## src/rtl/tmp_pkg.sv

```systemverilog
package tmp_pkg;
    localparam int DR_W     = 2;
    localparam int ESC_POS  = 0;
    localparam int STAT_POS = 1;

    typedef enum logic {
        PERSIST_OFF = 1'b0,
        PERSIST_ON  = 1'b1
    } pstate_e;

    typedef struct packed {
        pstate_e st;
    } fsm_regs_t;

    typedef struct packed {
        logic [DR_W-1:0] sh;
        logic            esc;
    } dr_regs_t;
endpackage

```

## src/rtl/tmp_fsm.sv

```systemverilog
module tmp_fsm
    import tmp_pkg::*;
(
    input  logic    clk,
    input  logic    rst_n,
    input  logic    hold,
    input  logic    rel,
    input  logic    byp,
    input  logic    upd_ir,
    input  logic    esc,
    output pstate_e state
);
    fsm_regs_t r_d, r_q;

    always_comb begin
        r_d = r_q;
        if (hold) begin
            r_d.st = PERSIST_ON;
        end else if (rel) begin
            r_d.st = PERSIST_OFF;
        end else if (byp && upd_ir && esc) begin
            r_d.st = PERSIST_OFF;
        end
    end

    always_ff @(posedge clk or negedge rst_n) begin
        if (!rst_n) r_q <= '{st: PERSIST_OFF};
        else        r_q <= r_d;
    end

    assign state = r_q.st;
endmodule

```

## src/rtl/tmp_dr.sv

```systemverilog
module tmp_dr
    import tmp_pkg::*;
(
    input  logic    clk,
    input  logic    rst_n,
    input  logic    sel,
    input  logic    capture,
    input  logic    shift,
    input  logic    update,
    input  logic    tdi,
    input  pstate_e state,
    output logic    esc,
    output logic    tdo
);
    dr_regs_t r_d, r_q;

    always_comb begin
        r_d = r_q;
        if (sel && capture) begin
            r_d.sh[STAT_POS] = (state == PERSIST_ON);
            r_d.sh[ESC_POS]  = r_q.esc;
        end else if (sel && shift) begin
            r_d.sh = {tdi, r_q.sh[DR_W-1:1]};
        end
        if (sel && update) begin
            r_d.esc = r_q.sh[ESC_POS];
        end
    end

    always_ff @(posedge clk or negedge rst_n) begin
        if (!rst_n) r_q <= '0;
        else        r_q <= r_d;
    end

    assign esc = r_q.esc;
    assign tdo = r_q.sh[0];
endmodule

```

## src/rtl/tmp_persist_ctrl.sv

```systemverilog
module tmp_persist_ctrl
    import tmp_pkg::*;
(
    input  logic tck,
    input  logic trst_n,
    input  logic por_n,
    input  logic ins_hold,
    input  logic ins_release,
    input  logic ins_status,
    input  logic ins_bypass,
    input  logic ins_clamp,
    input  logic tap_upd_ir,
    input  logic dr_capture,
    input  logic dr_shift,
    input  logic dr_update,
    input  logic tdi,
    output logic persist_on,
    output logic test_mode,
    output logic ch_rst_n,
    output logic tdo
);
    logic    hw_rst_n;
    logic    dr_sel;
    logic    esc_bit;
    pstate_e state;

    assign hw_rst_n = trst_n & por_n;
    assign dr_sel   = ins_hold | ins_release | ins_status;

    tmp_fsm u_fsm (
        .clk    (tck),
        .rst_n  (hw_rst_n),
        .hold   (ins_hold),
        .rel    (ins_release),
        .byp    (ins_bypass),
        .upd_ir (tap_upd_ir),
        .esc    (esc_bit),
        .state  (state)
    );

    tmp_dr u_dr (
        .clk     (tck),
        .rst_n   (hw_rst_n),
        .sel     (dr_sel),
        .capture (dr_capture),
        .shift   (dr_shift),
        .update  (dr_update),
        .tdi     (tdi),
        .state   (state),
        .esc     (esc_bit),
        .tdo     (tdo)
    );

    assign persist_on = (state == PERSIST_ON);
    assign test_mode  = persist_on | ins_clamp;
    assign ch_rst_n   = hw_rst_n & persist_on;
endmodule

```

## config.mk

```make
export PLATFORM = sky130hd
export DESIGN_NAME = tmp_persist_ctrl
export DESIGN_NICKNAME = d
export VERILOG_FILES = /design/src/rtl/tmp_pkg.sv /design/src/rtl/tmp_fsm.sv /design/src/rtl/tmp_dr.sv /design/src/rtl/tmp_persist_ctrl.sv
export SDC_FILE = /design/constraint.sdc
export NUM_CORES = 1
export LEC_CHECK = 0
export ABC_AREA = 1
export BUFFER_PORTS_ARGS = -buffer_cell sky130_fd_sc_hd__buf_2
export CORE_AREA = 8 8 45 47
export CTS_BUF_LIST = sky130_fd_sc_hd__clkbuf_8 sky130_fd_sc_hd__clkbuf_16
export DETAILED_ROUTE_END_ITERATION = 6
export DIE_AREA = 0 0 53 55
export PLACE_DENSITY_LB_ADDON = 0.3
export SLEW_MARGIN = 40
export SYNTH_ARGS = -nofsm -noshare
export SYNTH_HDL_FRONTEND = slang
export SYNTH_SLANG_ARGS = --single-unit
export TNS_END_PERCENT = 10
```

## constraint.sdc

```tcl
create_clock -name tck -period 1.1 [get_ports tck]
set_clock_uncertainty 0.1 [all_clocks]
set_input_delay 0.22 -clock tck [delete_from_list [all_inputs] [get_ports tck]]
set_output_delay 0.22 -clock tck [all_outputs]
set_load 0.02 [all_outputs]
```

# After elaboration in Yosys (flattened, before gate mapping)
# Cells that the tools add are included.
word_totals:
  ff_bits: 4
  inputBits: 13
  out_inout_bits: 4
  word_cells: 20
op_classes:
  muxes: 5
  bitwise: 5
  reduce_logical: 7
ops:
  columns: ["op", "count"]
  rows:
  - ["$logic_and A1 B1 Y1", 5]
  - ["$mux W2", 2]
  - ["$mux W1", 3]
  - ["$or A1 B1 Y1", 3]
  - ["$reduce_bool A3 Y1", 1]
  - ["$and A1 B1 Y1", 2]
  - ["$reduce_bool A2 Y1", 1]

# Depth between registers and ports, before layout
# Gate-level depths: netlist (run 1).
depth:
  depth_word: 5
  ltp_mapped: 6
  depth_no_buf: 6

# Hierarchy
# A second synthesis (run 1) with hierarchy kept.
hier_totals:
  cells_unflattened: 36
  area_unflattened_um2: 237.7
modules_own_cells:
  columns: ["mod", "instances", "cells_each", "area_each_um2", "seq_area_each_um2"]
  rows:
  - ["tmp_dr", 1, 21, 153.9, 75.1]
  - ["tmp_fsm", 1, 7, 51.3, 25.0]
  - ["tmp_persist_ctrl", 1, 8, 32.5, 0.0]

# Worst setup path after synthesis (run 1)
# Ideal clock, no wire load.
synth_timing:
  kind: "flip-flop to output port"
  from: "reg u_fsm.r_q, in the netlist u_fsm.state"
  to: "out ch_rst_n"
  arrival_time_ns: 0.842
  required_time_ns: 0.780
  setup_slack_ns: -0.062
  path_stages_with_launch: 3
  n_path_buf: 0
  path_cell_list: "dfrtp_1 -> inv_1 -> nor2_1"
synth_via:
  elab_chain_cells: 1
synth_lines:
  columns: ["element", "line_no", "text"]
  rows:
  - ["start: declaration", "tmp_fsm.sv:13", "fsm_regs_t r_d, r_q;"]
  - ["start signal: assignment", "tmp_fsm.sv:27", "if (!rst_n) r_q <= '{st: PERSIST_OFF};"]
  - ["start signal: assignment", "tmp_fsm.sv:28", "else r_q <= r_d;"]
  - ["$and A1 B1 Y1", "tmp_persist_ctrl.sv:56", "assign ch_rst_n = hw_rst_n & persist_on;"]
  - ["end: declaration", "tmp_persist_ctrl.sv:19", "output logic ch_rst_n,"]
# No other way between the ends.

# Final worst setup path (run 1)
layout_timing:
  from: "reg u_fsm.r_q, in the netlist u_fsm.state"
  to: "out test_mode"
layout_via:
  elab_chain_cells: 1
layout_lines:
  columns: ["element", "line_no", "text"]
  rows:
  - ["$or A1 B1 Y1", "tmp_persist_ctrl.sv:55", "assign test_mode = persist_on | ins_clamp;"]
  - ["end: declaration", "tmp_persist_ctrl.sv:18", "output logic test_mode,"]
# No other way between the ends.

==> results.yml, run 1 <==
outcome:
  status: "finished with violations"
  violations: "setup timing"
sta:
  slew_violations: 0
  fin_crit_sh_pct: 116
  hold_viol: 0
  relSlewSlack_pct: 89.6
  rsz0062_at_grt: "yes"
  setup-violations-final: 2
  worstMarginPinSlew_ps: 156
  fmax_mhz: 782
  fin_crit_ps: 1280
  setup_ws_ps: -179
  hold-worst-slack_ps: 155
global_routing:
  grtUsageTotal_pct: 5.37
  antenna_found_initial: 0
  met2_usage_pct: 9.18
  grtUsageMet1_pct: 5.21
  grt_pass1_vias: 275
  grt_pass1_wl_um: 1150
  grt_max_degree: 8
  grt-ovfl-total: 0
  busiest_layer: "met2"
  use_met3_pct: 2.14
finish:
  multi_input_area_um2: 134
  n_antenna_cell: 0
  final_cells: 69
  register_area_um2: 100
  fin_nets: 68
  fillCellCount: 154
  fin_util_pct: 29.8
  finalInstanceArea_um2: 413
  drive_above_1_share_pct: 47.2
  syn2layout_area_growth_pct: 65.0
route:
  wl_per_cell_um: 10.2
  antenna_left: 0
  viasPerCell: 3.81
  drc: 0
  dr.pass1.iters: 2
  dr.first_iter.drc_count: 1
  route.vias.total: 263
  wirelength_um: 707
die:
  core-area_um2: 1380
  num_io_pins: 17
  die_w_um: 53
  rows: 14
  die_h_um: 55
  start_util_pct: 18.1
  dieArea_um2: 2920
yosys:
  synth-seq-cells: 4
  seq_area_frac_synth_pct: 40.0
  avgSynthCellArea_um2: 7.58
  syn_inst: 33
  netlist-cell-type-count: 14
  synth_nets: 46
  synth.cell_area_um2: 250
  yosys_warnings: 0
placed_design:
  portBuffers: 16
  place_area_um2: 353
  dp_cells: 65
  gp_congestion: 0.732
  post-dp-hpwl_um: 585
critical_path:
  cp.arrival_ps: 960
  crit_required_ps: 780
  critical_path_class: "flop to output pin"
  cp_max_fo: 4
  endpoint_kind: "output pin"
  cp-start-kind: "flop"
clock_network:
  tritoncts: "done"
  clk_latency_ps: 210
  ctsLongestPathBuffers: 2
  clkSinkCount: 4
  cts-root-buf: "clkbuf_8"
  htreeDepth: 1
  numCtsBuffers: 3
  clk_transition_reported_paths_ps: 30
power_and_ir_drop:
  p_per_area_nw_per_um2: 1490
  ir_drop_mv: 0.538
  p_leak_nw: 0.233
job:
  drv_cap: 0
hold_path:
  min_path_type: "input port to flop"
==> cells by family after synthesis <==
group	share of synthesized area (%)
compound gates	9.00
buf+inv	7.50
flops	40.0
simple gates	43.5
==> power by group <==
part	internal, W	switching [W]	leakage [nW]
registers	0.000170	0.0000159	0.0505
clock network	0.000233	0.0000741	0.0216
logic	0.0000546	0.0000679	0.160
total	0.000458	0.000158	0.233
==> cells in the mapped netlist, drive strengths merged <==
cell	n	area [um^2]
nand3	6	30.0
inv	5	18.8
a31o	1	8.76
or2	1	6.26
a21oi	1	5.00
nand4	1	6.26
o21ai	1	8.76
nor2	3	18.8
nand2	10	47.6
dfrtp	4	100
==> metrics by stage <==
stage	worst slack [ps]	TNS [ps]	total power [W]
floorplan	1.30	0	0.000252
global placement	34.1	0	0.000305
detailed placement	29.5	0	0.000306
CTS	-180	-308	0.000627
global route	-212	-403	0.000643
finish	-179	-297	0.000616
==> routing by layer <==
layer | vias up | share of wire, %
met4 | 0 | 0
met2 | 5 | 52
met5 | - | 0
met1 | 111 | 39
met3 | 0 | 8.9
li1 | 147 | -
==> final timing paths <==
kind / from / end / slack, ps / cells past startpoint
max: u_fsm.state / test_mode / -180 / 2
min: ins_hold / u_fsm.state / 160 / 2
max in group asynchronous: por_n / u_dr.esc / 330 / 4
max reg2reg: u_fsm.state / u_dr.r_q[2] / 180 / 4
min reg2reg: u_dr.r_q[2] / u_dr.r_q[2] / 390 / 2
min in group asynchronous: trst_n / u_dr.tdo / 420 / 4
==> registers in the layout, indices dropped and copies added, names as in the netlist <==
register / count
u_dr.r_q: 1
u_dr.esc: 1
u_dr.tdo: 1
u_fsm.state: 1
==> critical path, cell delays in order, from the launching register on <==
cell	delay, ps
dfrtp_1	380
or2_1	230
buf_6	130
==> timing repair <==
| item | CTS | global route |
|---|---|---|
| hold buffers | 1 | 0 |
| hold endpoints to repair | 4 | 0 |
| setup buffers | 0 | 0 |
| resized for setup | 3 | 0 |
| pin swaps | 1 | 0 |
| endpoints found under the setup margin | 2 | 4 |
==> area by class of cell <==
| cell class | count | share of cell area (%) |
|---|---|---|
| Sequential cell | 4 | 24.2 |
| Tap cell | 16 | 4.85 |
| Inverter | 5 | 4.55 |
| Timing Repair Buffer | 17 | 23.9 |
| Multi-Input combinational cell | 24 | 32.4 |
| Clock buffer | 3 | 10.0 |
==> layout by cell type (no fill, tap or decap) <==
master          n
dfrtp_1         4
a31o_1          1
buf_4           1
inv_2           1
nor2_1          1
inv_1           4
nand3_1         6
nand2_2         1
clkbuf_8        3
nand2_4         1
dlygate4sd3_1   1
nand4_1         1
nor2_2          1
nor2_4          1
nand2_1         8
or2_1           1
buf_2          14
o21ai_2         1
a21oi_1         1
buf_6           1
Note: power is estimated with default switching activity, not from simulation.
==> run 2: changes to the inputs <==
- CORE_AREA: 8 8 45 47 -> 5 5 42 44
- DIE_AREA: 0 0 53 55 -> 0 0 47 49
==> run 2 against run 1 <==
The run still ends with setup timing left. Highest routed layer unchanged. Global-route usage up 0.85 points. Design area grew 1.8%. Sequential cell count did not move. Largest cell class unchanged. Largest power group unchanged. Combinational power hardly changed. Sequential share of layout area decreased by 0.43 points. Non-clock buffer count grew 1. Clock power decreased by 2%. Die area is 21% lower. Core utilization rose by 0.16 points. Total power down 0.59%. Routed wire length down 13%. Via count up 3.0%.
==> results.yml, run 2 (same netlist as run 1, synthesis figures left out) <==
clock_network:
  ctsLongestPathBuffers: 2
  clkSinkCount: 4
  clk_transition_reported_paths_ps: 30
  tritoncts: "done"
  numCtsBuffers: 3
  clk_latency_ps: 210
  htreeDepth: 1
  cts-root-buf: "clkbuf_8"
critical_path:
  cp_max_fo: 4
  r2r_start: "u_fsm.state"
  critical_path_class: "flop to output pin"
  crit_required_ps: 780
  r2r_slack_ps: 160
  crit_path_end: "test_mode"
  timing.rr.end: "u_fsm.state"
  startpoint: "u_fsm.state"
  cp-start-kind: "flop"
  cp.arrival_ps: 950
  worstRegToRegCells: 2
  endpoint_kind: "output pin"
sta:
  slew_violations: 0
  setup_ws_ps: -171
  fin_crit_sh_pct: 116
  worstMarginPinSlew_ps: 149
  setup-violations-final: 2
  fmax_mhz: 787
  hold_viol: 0
  relSlewSlack_pct: 90.0
  rsz0062_at_grt: "yes"
  fin_crit_ps: 1270
placed_design:
  gp_congestion: 0.657
  place_area_um2: 353
  portBuffers: 16
  post-dp-hpwl_um: 501
finish:
  final_common_cell: "buf_2"
  syn2layout_area_growth_pct: 68.0
  n_antenna_cell: 0
  fillCellCount: 164
  final_cell_mix: "14 x buf_2, 8 x nand2_1, 6 x nand3_1"
  fin_nets: 69
  drive_above_1_share_pct: 48.1
  finalInstanceArea_um2: 420
  fin_util_pct: 30.0
route:
  wl_met2_um: 285
  highest_layer: "met3"
  route.met3.wl_um: 51
  antenna_left: 0
  route.vias.total: 271
  viasPerCell: 3.87
  drc: 0
  dr.pass1.iters: 1
  wirelength_um: 613
  wl_per_cell_um: 8.76
  met1_length_um: 277
  dr.first_iter.drc_count: 0
die:
  core-area_um2: 1400
  die_w_um: 47
  num_io_pins: 17
  rows: 14
  start_util_pct: 17.9
  dieArea_um2: 2300
  die_h_um: 49
global_routing:
  grt_max_degree: 8
  antenna_found_initial: 0
  grt_pass1_wl_um: 1020
  grtUsageTotal_pct: 6.22
  grt_pass1_vias: 253
  grt-ovfl-total: 0
power_and_ir_drop:
  p_leak_nw: 0.237
  p_per_area_nw_per_um2: 1460
  ir_drop_mv: 0.650
outcome:
  status: "finished with violations"
  violations: "setup timing"
job:
  drv_cap: 0
hold_path:
  min_path_type: "input port to flop"
  holdPathStages: 2
  hold_path_startpoint: "ins_hold"
[run 2: changes by cell type in the layout (fill, tap and decap cells not counted), sizes merged]
cell  delta
buf      +1
[run 2: how the worst min path moves through the flow]
stage,endpoint
after floorplan,u_dr.esc
after global placement,u_fsm.state
after detailed placement,u_fsm.state
after CTS,u_fsm.state
after global routing,u_fsm.state
final,u_fsm.state
[run 2: layer usage]
layer,GRT usage [%],vias to the layer above
li1,-,150
met1,7.56,115
met2,8.14,6
met5,0,-
met4,2.76,0
met3,4.43,0
[run 2: through the flow]
step	hold slack [ps]	total power (W)	cells	setup slack, ps	setup TNS (ps)
6_report	150	0.000612	70	-171	-289
4_1_cts	148	0.000626	69	-182	-316
2_1_floorplan	-44.1	0.000252	33	1.30	0
3_3_place_gp	59.8	0.000305	65	33.2	0
5_1_grt	163	0.000661	70	-214	-422
3_5_place_dp	65.3	0.000305	65	27.7	0
[run 2: critical path, stage by stage, from the launching register on]
cell and delay [ps]:
dfrtp_1 390, or2_1 220, buf_6 130
[run 2: final cells by class]
class / count / area (um^2) / area share, %
clock buffer: 3 / 41.3 / 9.82
tap: 16 / 20.0 / 4.76
sequential: 4 / 100 / 23.8
timing repair buffer: 18 / 106 / 25.3
multi-input combinational: 24 / 134 / 31.8
inverter: 5 / 18.8 / 4.46
[run 2: what timing repair did]
action / in CTS / in global routing
buffers inserted: 0 / 1
cloned: 0 / 0
pin swaps: 1 / 0
gates resized for setup: 3 / 0
endpoints found under the setup margin: 2 / 4
hold endpoints to repair: 4 / 0
hold buffers: 1 / 0
[run 2: report_power, final]
part	total [W]	switching, W	internal, W
clock	0.000301	0.0000685	0.000233
combinational	0.000125	0.0000674	0.0000573
sequential	0.000187	0.0000162	0.000170
total	0.000612	0.000152	0.000460
